==> config.mk <==
export PLATFORM = sky130hd
export DESIGN_NAME = acc_alu
export DESIGN_NICKNAME = d
export VERILOG_FILES = /design/src/rtl/accalu_pkg.sv /design/src/rtl/alu_adder.sv /design/src/rtl/alu_shift.sv /design/src/rtl/alu_bitops.sv /design/src/rtl/alu_core.sv /design/src/rtl/acc_alu.sv
export SDC_FILE = /design/constraint.sdc
export NUM_CORES = 1
export LEC_CHECK = 0
export BUFFER_PORTS_ARGS = -buffer_cell sky130_fd_sc_hd__buf_4
export CAP_MARGIN = 20
export CORE_MARGIN = 2
export CORE_UTILIZATION = 36
export DETAILED_ROUTE_END_ITERATION = 7
export GPL_ROUTABILITY_DRIVEN = 0
export PLACE_DENSITY = 0.55
export SETUP_SLACK_MARGIN = 0.3
export SYNTH_ARGS = -nofsm -noshare
export SYNTH_HDL_FRONTEND = slang
export SYNTH_SLANG_ARGS = --single-unit
export TNS_END_PERCENT = 100
==> constraint.sdc <==
create_clock -name clk -period 1.9 [get_ports clk]
set_input_delay 0.57 -clock clk [delete_from_list [all_inputs] [get_ports clk]]
set_output_delay 0.57 -clock clk [all_outputs]
set_load 0.1 [all_outputs]
==> src/rtl/accalu_pkg.sv <==
package accalu_pkg;

   localparam int OP_W = 6;

   typedef enum logic [OP_W-1:0] {
      OP_ADD   = 6'd0,
      OP_SUB   = 6'd1,
      OP_INC   = 6'd2,
      OP_DEC   = 6'd3,
      OP_INCSZ = 6'd4,
      OP_DECSZ = 6'd5,
      OP_AND   = 6'd6,
      OP_IOR   = 6'd7,
      OP_XOR   = 6'd8,
      OP_ANDI  = 6'd9,
      OP_IORI  = 6'd10,
      OP_XORI  = 6'd11,
      OP_COM   = 6'd12,
      OP_RRR   = 6'd13,
      OP_RLR   = 6'd14,
      OP_SWAP  = 6'd15,
      OP_CLRW  = 6'd16,
      OP_CLRR  = 6'd17,
      OP_BCLR  = 6'd18,
      OP_BSET  = 6'd19,
      OP_BTSC  = 6'd20,
      OP_BTSS  = 6'd21,
      OP_MOV   = 6'd22,
      OP_LDI   = 6'd23,
      OP_STW   = 6'd24
   } op_e;

   typedef struct packed {
      logic wr;
      logic to_reg;
      logic c_upd;
      logic hc_upd;
      logic z_upd;
      logic c;
      logic hc;
      logic z;
      logic skip;
   } ctl_t;

   localparam ctl_t CTL_IDLE = '0;

endpackage

==> src/rtl/alu_adder.sv <==
module alu_adder #(
   parameter int WIDTH  = 8,
   parameter int HC_BIT = 4,
   parameter int RIPPLE = 0
) (
   input  logic [WIDTH-1:0] a_i,
   input  logic [WIDTH-1:0] b_i,
   input  logic             cin_i,
   output logic [WIDTH-1:0] sum_o,
   output logic             cout_o,
   output logic             hcout_o
);

   generate
      if (RIPPLE != 0) begin : g_ripple
         logic [WIDTH:0] cy;
         assign cy[0] = cin_i;
         for (genvar i = 0; i < WIDTH; i++) begin : g_bit
            assign sum_o[i] = a_i[i] ^ b_i[i] ^ cy[i];
            assign cy[i+1]  = (a_i[i] & b_i[i]) | (cy[i] & (a_i[i] ^ b_i[i]));
         end
         assign cout_o  = cy[WIDTH];
         assign hcout_o = cy[HC_BIT];
      end else begin : g_behav
         logic [WIDTH:0]  full;
         logic [HC_BIT:0] low;
         always_comb begin
            full = {1'b0, a_i} + {1'b0, b_i} + {{WIDTH{1'b0}}, cin_i};
            low  = {1'b0, a_i[HC_BIT-1:0]} + {1'b0, b_i[HC_BIT-1:0]}
                 + {{HC_BIT{1'b0}}, cin_i};
         end
         assign sum_o   = full[WIDTH-1:0];
         assign cout_o  = full[WIDTH];
         assign hcout_o = low[HC_BIT];
      end
   endgenerate

endmodule

==> src/rtl/alu_shift.sv <==
module alu_shift #(
   parameter int WIDTH = 8
) (
   input  logic [WIDTH-1:0] val_i,
   input  logic             cin_i,
   output logic [WIDTH-1:0] rr_o,
   output logic             rr_c_o,
   output logic [WIDTH-1:0] rl_o,
   output logic             rl_c_o,
   output logic [WIDTH-1:0] swap_o
);

   localparam int HALF = WIDTH / 2;

   assign rr_o   = {cin_i, val_i[WIDTH-1:1]};
   assign rr_c_o = val_i[0];
   assign rl_o   = {val_i[WIDTH-2:0], cin_i};
   assign rl_c_o = val_i[WIDTH-1];

   generate
      for (genvar i = 0; i < HALF; i++) begin : g_swap
         assign swap_o[i]      = val_i[i+HALF];
         assign swap_o[i+HALF] = val_i[i];
      end
   endgenerate

endmodule

==> src/rtl/alu_bitops.sv <==
module alu_bitops #(
   parameter int WIDTH = 8,
   localparam int BIT_W = $clog2(WIDTH)
) (
   input  logic [WIDTH-1:0] val_i,
   input  logic [BIT_W-1:0] sel_i,
   output logic [WIDTH-1:0] set_o,
   output logic [WIDTH-1:0] clr_o,
   output logic             bit_o
);

   logic [WIDTH-1:0] mask;

   generate
      for (genvar i = 0; i < WIDTH; i++) begin : g_dec
         assign mask[i] = (sel_i == BIT_W'(i));
      end
   endgenerate

   assign set_o = val_i | mask;
   assign clr_o = val_i & ~mask;
   assign bit_o = |(val_i & mask);

endmodule

==> src/rtl/alu_core.sv <==
module alu_core
   import accalu_pkg::*;
#(
   parameter int WIDTH  = 8,
   parameter int HC_BIT = 4,
   parameter int RIPPLE = 0,
   localparam int BIT_W = $clog2(WIDTH)
) (
   input  logic [OP_W-1:0]  op_i,
   input  logic             tgt_i,
   input  logic [WIDTH-1:0] w_i,
   input  logic [WIDTH-1:0] r_i,
   input  logic [WIDTH-1:0] imm_i,
   input  logic [BIT_W-1:0] bit_i,
   input  logic             c_i,
   output logic [WIDTH-1:0] res_o,
   output ctl_t             ctl_o
);

   logic [WIDTH-1:0] add_a, add_b, sum;
   logic             add_ci, cout, hcout;
   logic [WIDTH-1:0] rr, rl, sw, bset, bclr;
   logic             rr_c, rl_c, bitv;
   logic             c_sel;

   alu_adder #(.WIDTH(WIDTH), .HC_BIT(HC_BIT), .RIPPLE(RIPPLE)) u_add (
      .a_i(add_a), .b_i(add_b), .cin_i(add_ci),
      .sum_o(sum), .cout_o(cout), .hcout_o(hcout)
   );

   alu_shift #(.WIDTH(WIDTH)) u_shf (
      .val_i(r_i), .cin_i(c_i),
      .rr_o(rr), .rr_c_o(rr_c), .rl_o(rl), .rl_c_o(rl_c), .swap_o(sw)
   );

   alu_bitops #(.WIDTH(WIDTH)) u_bit (
      .val_i(r_i), .sel_i(bit_i),
      .set_o(bset), .clr_o(bclr), .bit_o(bitv)
   );

   // operand steering for the shared adder
   always_comb begin
      add_a  = r_i;
      add_b  = '0;
      add_ci = 1'b0;
      unique case (op_e'(op_i))
         OP_ADD:            begin add_a = w_i; add_b = r_i; end
         OP_SUB:            begin add_b = ~w_i; add_ci = 1'b1; end
         OP_INC, OP_INCSZ:  add_ci = 1'b1;
         OP_DEC, OP_DECSZ:  add_b = '1;
         default:           ;
      endcase
   end

   always_comb begin
      res_o = '0;
      ctl_o = CTL_IDLE;
      c_sel = c_i;
      unique case (op_e'(op_i))
         OP_ADD, OP_SUB: begin
            res_o = sum; ctl_o.wr = 1'b1; ctl_o.to_reg = tgt_i;
            ctl_o.c_upd = 1'b1; ctl_o.hc_upd = 1'b1; ctl_o.z_upd = 1'b1;
            c_sel = cout;
         end
         OP_INC, OP_DEC: begin
            res_o = sum; ctl_o.wr = 1'b1; ctl_o.to_reg = tgt_i; ctl_o.z_upd = 1'b1;
         end
         OP_INCSZ, OP_DECSZ: begin
            res_o = sum; ctl_o.wr = 1'b1; ctl_o.to_reg = tgt_i;
            ctl_o.skip = (sum == '0);
         end
         OP_AND: begin res_o = w_i & r_i; ctl_o.wr = 1'b1; ctl_o.to_reg = tgt_i; ctl_o.z_upd = 1'b1; end
         OP_IOR: begin res_o = w_i | r_i; ctl_o.wr = 1'b1; ctl_o.to_reg = tgt_i; ctl_o.z_upd = 1'b1; end
         OP_XOR: begin res_o = w_i ^ r_i; ctl_o.wr = 1'b1; ctl_o.to_reg = tgt_i; ctl_o.z_upd = 1'b1; end
         OP_ANDI: begin res_o = w_i & imm_i; ctl_o.wr = 1'b1; ctl_o.z_upd = 1'b1; end
         OP_IORI: begin res_o = w_i | imm_i; ctl_o.wr = 1'b1; ctl_o.z_upd = 1'b1; end
         OP_XORI: begin res_o = w_i ^ imm_i; ctl_o.wr = 1'b1; ctl_o.z_upd = 1'b1; end
         OP_COM: begin res_o = ~r_i; ctl_o.wr = 1'b1; ctl_o.to_reg = tgt_i; ctl_o.z_upd = 1'b1; end
         OP_MOV: begin res_o = r_i; ctl_o.wr = 1'b1; ctl_o.to_reg = tgt_i; ctl_o.z_upd = 1'b1; end
         OP_RRR: begin
            res_o = rr; ctl_o.wr = 1'b1; ctl_o.to_reg = tgt_i; ctl_o.c_upd = 1'b1; c_sel = rr_c;
         end
         OP_RLR: begin
            res_o = rl; ctl_o.wr = 1'b1; ctl_o.to_reg = tgt_i; ctl_o.c_upd = 1'b1; c_sel = rl_c;
         end
         OP_SWAP: begin res_o = sw; ctl_o.wr = 1'b1; ctl_o.to_reg = tgt_i; end
         OP_CLRW: begin ctl_o.wr = 1'b1; ctl_o.z_upd = 1'b1; end
         OP_CLRR: begin ctl_o.wr = 1'b1; ctl_o.to_reg = 1'b1; ctl_o.z_upd = 1'b1; end
         OP_BCLR: begin res_o = bclr; ctl_o.wr = 1'b1; ctl_o.to_reg = 1'b1; end
         OP_BSET: begin res_o = bset; ctl_o.wr = 1'b1; ctl_o.to_reg = 1'b1; end
         OP_BTSC: begin res_o = r_i; ctl_o.skip = ~bitv; end
         OP_BTSS: begin res_o = r_i; ctl_o.skip = bitv; end
         OP_LDI: begin res_o = imm_i; ctl_o.wr = 1'b1; end
         OP_STW: begin res_o = w_i; ctl_o.wr = 1'b1; ctl_o.to_reg = 1'b1; end
         default: ;
      endcase
      ctl_o.c  = c_sel;
      ctl_o.hc = ctl_o.hc_upd & hcout;
      ctl_o.z  = ctl_o.z_upd & (res_o == '0);
   end

endmodule

==> src/rtl/acc_alu.sv <==
module acc_alu
   import accalu_pkg::*;
#(
   parameter int WIDTH   = 8,
   parameter int HC_BIT  = 4,
   parameter int RIPPLE  = 0,
   parameter int REG_OUT = 1,
   localparam int BIT_W  = $clog2(WIDTH)
) (
   input  logic             clk,
   input  logic             rst_n,
   input  logic             in_valid,
   input  logic [5:0]       op_i,
   input  logic             tgt_i,
   input  logic [WIDTH-1:0] w_i,
   input  logic [WIDTH-1:0] r_i,
   input  logic [WIDTH-1:0] imm_i,
   input  logic [BIT_W-1:0] bit_i,
   input  logic             c_i,
   output logic             out_valid,
   output logic [WIDTH-1:0] res_o,
   output logic             wr_o,
   output logic             to_reg_o,
   output logic             c_o,
   output logic             hc_o,
   output logic             z_o,
   output logic             c_upd_o,
   output logic             hc_upd_o,
   output logic             z_upd_o,
   output logic             skip_o
);

   generate
      if (WIDTH < 4 || (WIDTH % 2) != 0) begin : g_bad_width
         $error("acc_alu: WIDTH must be even and at least 4");
      end
      if (HC_BIT < 1 || HC_BIT >= WIDTH) begin : g_bad_hc
         $error("acc_alu: HC_BIT must lie inside the data word");
      end
   endgenerate

   logic [WIDTH-1:0] res_c, res_q;
   ctl_t             ctl_c, ctl_q;
   logic             vld_q;

   alu_core #(.WIDTH(WIDTH), .HC_BIT(HC_BIT), .RIPPLE(RIPPLE)) u_core (
      .op_i(op_i), .tgt_i(tgt_i), .w_i(w_i), .r_i(r_i), .imm_i(imm_i),
      .bit_i(bit_i), .c_i(c_i), .res_o(res_c), .ctl_o(ctl_c)
   );

   generate
      if (REG_OUT != 0) begin : g_reg
         always_ff @(posedge clk or negedge rst_n) begin
            if (!rst_n) begin
               vld_q <= 1'b0;
               res_q <= '0;
               ctl_q <= CTL_IDLE;
            end else if (in_valid) begin
               vld_q <= 1'b1;
               res_q <= res_c;
               ctl_q <= ctl_c;
            end else begin
               vld_q <= 1'b0;
               ctl_q <= CTL_IDLE;
            end
         end
      end else begin : g_comb
         assign vld_q = in_valid;
         assign res_q = res_c;
         assign ctl_q = in_valid ? ctl_c : CTL_IDLE;
      end
   endgenerate

   assign out_valid = vld_q;
   assign res_o     = res_q;
   assign wr_o      = ctl_q.wr;
   assign to_reg_o  = ctl_q.to_reg;
   assign c_o       = ctl_q.c;
   assign hc_o      = ctl_q.hc;
   assign z_o       = ctl_q.z;
   assign c_upd_o   = ctl_q.c_upd;
   assign hc_upd_o  = ctl_q.hc_upd;
   assign z_upd_o   = ctl_q.z_upd;
   assign skip_o    = ctl_q.skip;

endmodule

# == Word-level counts from Yosys, hierarchy flattened ==
# Cells that the tools add are included.
# totals
input_bits,38
register_bits,18
elab_cells,90
out_inout_bits,18
# op_classes
n_addsub,4
n_mux,13
bitwise_logic,15
eq_ne,31
reduce_logical,16
# op_table
op,n
$pmux W8 S16,1
$eq A6 B5 Y1 const B,9
$eq A6 B4 Y1 const B,8
$and A8 B8 Y8,4
$reduce_or A14 Y1,2
$eq A6 B3 Y1 const B,4
$not A8 Y8,3
$or A8 B8 Y8,3
$pmux W8 S3,1
$reduce_or A23 Y1,1
$logic_not A8 Y1,2
$xor A8 B8 Y8,2
$eq A3 B3 Y1 const B,4
$eq A6 B2 Y1 const B,2
$add A8 B8 Y9,1
$add A9 B1 Y9,1
$mux W9,1
$mux W8,1
$reduce_or A4 Y1,2
$reduce_or A8 Y1,1
$eq A3 B2 Y1 const B,2
$eq A6 B1 Y1 const B,1
$logic_not A6 Y1,1
$mux W1,6
11 further kinds,16

# == Logic depth before layout (Yosys ltp) ==
# depth
ltp_word,9
depth_mapped,17
mapped_depth_nobuf,14

# == Modules after synthesis ==
# From an unflattened synthesis, not the netlist that was laid out.
# hier_totals
hier_cells,390
area_unflattened_um2,3126.7
# modules_own_cells
module,cells_each,n_inst,area_per_inst_um2,seq_area_each_um2
alu_core,258,1,1750.4,0.0
acc_alu,37,1,623.1,450.4
alu_adder,38,1,316.6,0.0
alu_bitops,31,1,241.5,0.0
alu_shift,26,1,195.2,0.0

# == Worst setup path before layout ==
# Ideal clock, no wire load.
# synth_path
path_type,input -> register
from,input op_i[1]
to,register ctl_q (netlist bit skip_o)
path_stages,15
path_slack_ns,-2.308
t_arrival_ns,4.097
n_path_buf,3
t_required_ns,1.789
setup_time_ns,0.111
cell_sequence,buf_2 -> buf_2 -> nor2_1 -> clkbuf_1 -> nand2_1 -> mux2_2 -> fa_1 -> inv_1 -> fa_1 -> nand2b_1 -> a21oi_1 -> o311a_1 -> nor3_1 -> or4b_1 -> a2111oi_2
# synth_between
elab_chain_len,8
elab_cells_between_ends,19
cone_classes,2 x add/sub; 7 x eq/ne; 5 x mux; 5 x reduce/logical
# synth_lines
item,line,source
"start, declared",acc_alu.sv:13,"input logic [5:0] op_i,"
$eq A6 B2 Y1 or $eq A6 B3 Y1 (tied branches),"alu_core.sv:46, alu_core.sv:59",
$reduce_or A2 Y1,alu_core.sv:46,unique case (op_e'(op_i))
$pmux W8 S3,alu_core.sv:46,
$add A8 B8 Y9,alu_adder.sv:28,"full = {1'b0, a_i} + {1'b0, b_i} + {{WIDTH{1'b0}}, cin_i};"
$add A9 B1 Y9,alu_adder.sv:28,
$logic_not A8 Y1,alu_core.sv:70,ctl_o.skip = (sum == '0);
$pmux W1 S3 *,alu_core.sv:59,unique case (op_e'(op_i))
$mux W9 *,acc_alu.sv:58,end else if (in_valid) begin
"end signal, assigned",acc_alu.sv:61,ctl_q <= ctl_c;
"end, declared",acc_alu.sv:43,"ctl_t ctl_c, ctl_q;"
# Mark *: on every way between the ends. The rest lies on a longest branch, timed or not.
# A chain may end at the register's enable or synchronous reset.

# == Worst setup path in the final report ==
# layout_path
from,input op_i[5]
to,register ctl_q (netlist bit skip_o)
# Same word-level chain as after synthesis.

==> run summary <==
Congestion Overflow GR: 0
Crit path DAT: 3670 ps
Final worst setup slack: -1620 ps
Post-DRT Antenna Nets: 0
Most used DFF post-synth: dfrtp_1
Worst-Margin Slew: 968 ps
Yosys reg bits: 18
Via Count: 3889
Register area share after synthesis: 0.152
Die area: 8980 sq um
Chip height: 94.8 microns
Total track usage: 0.272
Max-cap viol count: 0
Slew Limit Headroom: 0.355
EDFF count, synth: 0
Synth Net Count: 449
Clock root buffer: clkbuf_8
Synth Instances: 402
Critical R2R Launch: res_o[7]
Power Density: 395 nW/um^2
Register area: 450 sq um
F_max: 284 MHz
Share of layout cells above drive strength 1: 0.486
Lkg Pwr: 2.12 nW
Clock sinks: 18
Hold Crit Class: input pin to async pin
R2r endpoint: res_o[7]
Final worst-path cycle share: 1.85
Startpoint type of the worst setup path: input pin
Starting density of the core: 0.367
Post-place setup slack: -1980 ps
Nets: 600
Synthesized area per cell: 7.38 sq um
Max H-tree Level: 1
Clk_lat worst skew: 250 ps
Yosys warns: 0
Fin. max-slew vios: 0
Chip Width: 94.8 microns
Crit path from: op_i[5]
Buffers on Ports: 55
Area delta synth->final: 59.9%
CTS Buffer Depth: 2
Rows: 33
Pin count of the biggest net entering global routing: 24
Layout fillers: 758
Core area: 8090 sq um
Critical path fanouts, max: 3
Clock-pin transition on the worst setup and hold timing paths: 60 ps
First-pass GRT wire length: 19100 microns
Crit. End Element: flop
# setup viols final: 12
Failing checks: setup timing
Status: finished, violations left
Ys async rst share: 1.00
Register-to-Register Path Depth: 1
Worst endpoint required time: 2050 ps
Hpwl dp: 9390 microns
Hold slack: 170 ps
RSZ-0062 raised after global routing: true
Initial DRC count: 361
Placed Area: 4320 sq um
CTS tree: built
Synth cell types: 77
Internal reg-to-reg setup slack: 1130 ps
Area of the multi-input gates: 2550 sq um
DRC viols: 0
Fin. Hold Viols: 0
Fin area: 4740 sq um
CTS buffer count: 3
Period minus WS final: 3520 ps
Post-CTS Hold Fix Bufs: 0
Initial antenna violation count: 0
Detail-routed via count per cell: 5.92
Mapped cell area: 2970 sq um
Crit-path slowest cell: or4b_4
I/O pin count: 56
Worst setup path endpoint: skip_o
CP Class: input pin to flop
Drt wl/cell: 18.2 microns
Total power: 1.87 mW
CP max stage delay: 520 ps
Clock Skews: 0 ps
Cell Chain, Critical Path: buf_6, or3_4, nor2_4, nand2_4, mux2_4, fa_2, a211oi_2, nor3b_2, o31ai_2, a21oi_1, xnor2_1, or4b_4, a2111oi_4
# diodes: 0
Vias in the first global route: 3619
WL final: 11900 microns
IR drop worst, VDD: 0.231 mV
Pre-antenna DRT Iters: 5
cell usage in the layout, fill, tap and decap left out, types with 3 or more instances in the layout:
cell / Yosys / layout
nor3_1: 10 / 5
inv_1: 14 / 13
o221ai_1: 5 / 5
nor4_1: 9 / 8
or2_2: 4 / 3
inv_2: 2 / 3
nor2_4: 0 / 3
a21oi_1: 43 / 33
nand3b_1: 3 / 3
nand3_1: 8 / 8
buf_8: 0 / 3
mux4_2: 5 / 5
xnor2_1: 4 / 3
clkbuf_8: 5 / 4
mux2_2: 9 / 6
a311oi_1: 4 / 4
or4b_1: 5 / 4
dfrtp_1: 18 / 18
nand2b_1: 10 / 9
ha_1: 7 / 7
nor3_2: 1 / 4
a22oi_1: 3 / 3
o22ai_1: 5 / 3
o21a_1: 10 / 10
nor2_1: 46 / 41
a211oi_1: 9 / 7
a221o_1: 5 / 5
a21oi_2: 0 / 8
buf_4: 1 / 170
o21ai_0: 13 / 11
nor2b_1: 4 / 4
mux2_4: 0 / 3
o211ai_1: 4 / 4
buf_6: 1 / 12
nand2_1: 30 / 28
o31ai_1: 3 / 3
and2_1: 5 / 5
mux2i_1: 3 / 3
nand4_1: 6 / 6
worst min-delay path by stage:
stage / start / end / slack [ps] / depth (start not counted)
after floorplan: rst_n / c_o / 270 / 0
after global placement: rst_n / res_o[1] / 450 / 1
after detailed placement: rst_n / res_o[0] / 440 / 1
after CTS: rst_n / res_o[0] / 170 / 1
after global routing: rst_n / res_o[0] / 180 / 1
final: rst_n / res_o[0] / 170 / 1
timing repair:
item                       CTS  global route
buffers inserted             5             5
hold endpoints to repair     0             0
resized for setup           43            20
setup endpoints to repair   15            14
pin swaps                   12            12
final cells by class:
type / count / share of cell area
clock buffers: 4 / 0.0116
inverters: 16 / 0.0127
multi-input cells: 327 / 0.538
flip-flops and latches: 18 / 0.0949
well taps: 105 / 0.0277
repair buffers: 187 / 0.315
cells by family after synthesis:
group,synth area share
compound gates,0.316
xor+xnor,0.0177
fa+ha+maj,0.0430
buf+inv,0.0974
flops,0.152
mux,0.0822
simple gates,0.292
flip-flops by register name, summed over array words and instances (netlist names):
name and count:
z_upd_o 1, c_upd_o 1, res_o 8, hc_upd_o 1
skip_o 1, wr_o 1, out_valid 1, z_o 1
to_reg_o 1, hc_o 1, c_o 1
worst max-delay path, delay by kind of cell:
family | cells | cell delay [ps]
AOI/OAI and AO/OA | 4 | 930
buffers and inverters | 1 | 90
muxes | 1 | 310
and+or+nand+nor | 5 | 1240
adders and majority gates | 1 | 370
xor gates and xnor gates | 1 | 170
per-stage QoR:
| stage | TNS (ps) | utilization | instances |
|---|---|---|---|
| final | -15140 | 0.586 | 657 |
| after CTS | -14720 | 0.572 | 652 |
| after global placement | -18920 | 0.534 | 643 |
| after detailed placement | -19280 | 0.534 | 643 |
| after global routing | -16080 | 0.586 | 657 |
| after floorplan | -15230 | - | 402 |
power by group:
group,internal (mW),switching (mW)
sequential,0.412,0.0138
combinational,0.480,0.668
clock,0.184,0.116
total,1.08,0.798
synthesized netlist by cell type (5+ instances only):
master	n	share of area
mux4_2	5	0.038
dfrtp_1	18	0.15
buf_2	11	0.019
nand4_1	6	0.013
inv_1	14	0.018
nand2_1	30	0.038
nor2_1	46	0.058
a211oi_1	9	0.023
ha_1	7	0.030
mux2_2	9	0.034
nand3_1	8	0.013
o221ai_1	5	0.015
o21a_1	10	0.025
a21oi_1	43	0.073
o21ai_0	13	0.022
or4b_1	5	0.017
nand2b_1	10	0.021
a221o_1	5	0.017
o22ai_1	5	0.011
nor4_1	9	0.019
and2_1	5	0.011
clkbuf_1	22	0.028
clkbuf_8	5	0.023
nor3_1	10	0.017
metal layers:
layer	vias up	share of wire	global-route usage
li1	1824	-	-
met2	193	0.47	0.444
met4	0	0.031	0.0978
met3	26	0.077	0.0263
met5	-	0	0
met1	1846	0.42	0.374
Power figures use the tool's default switching activity.
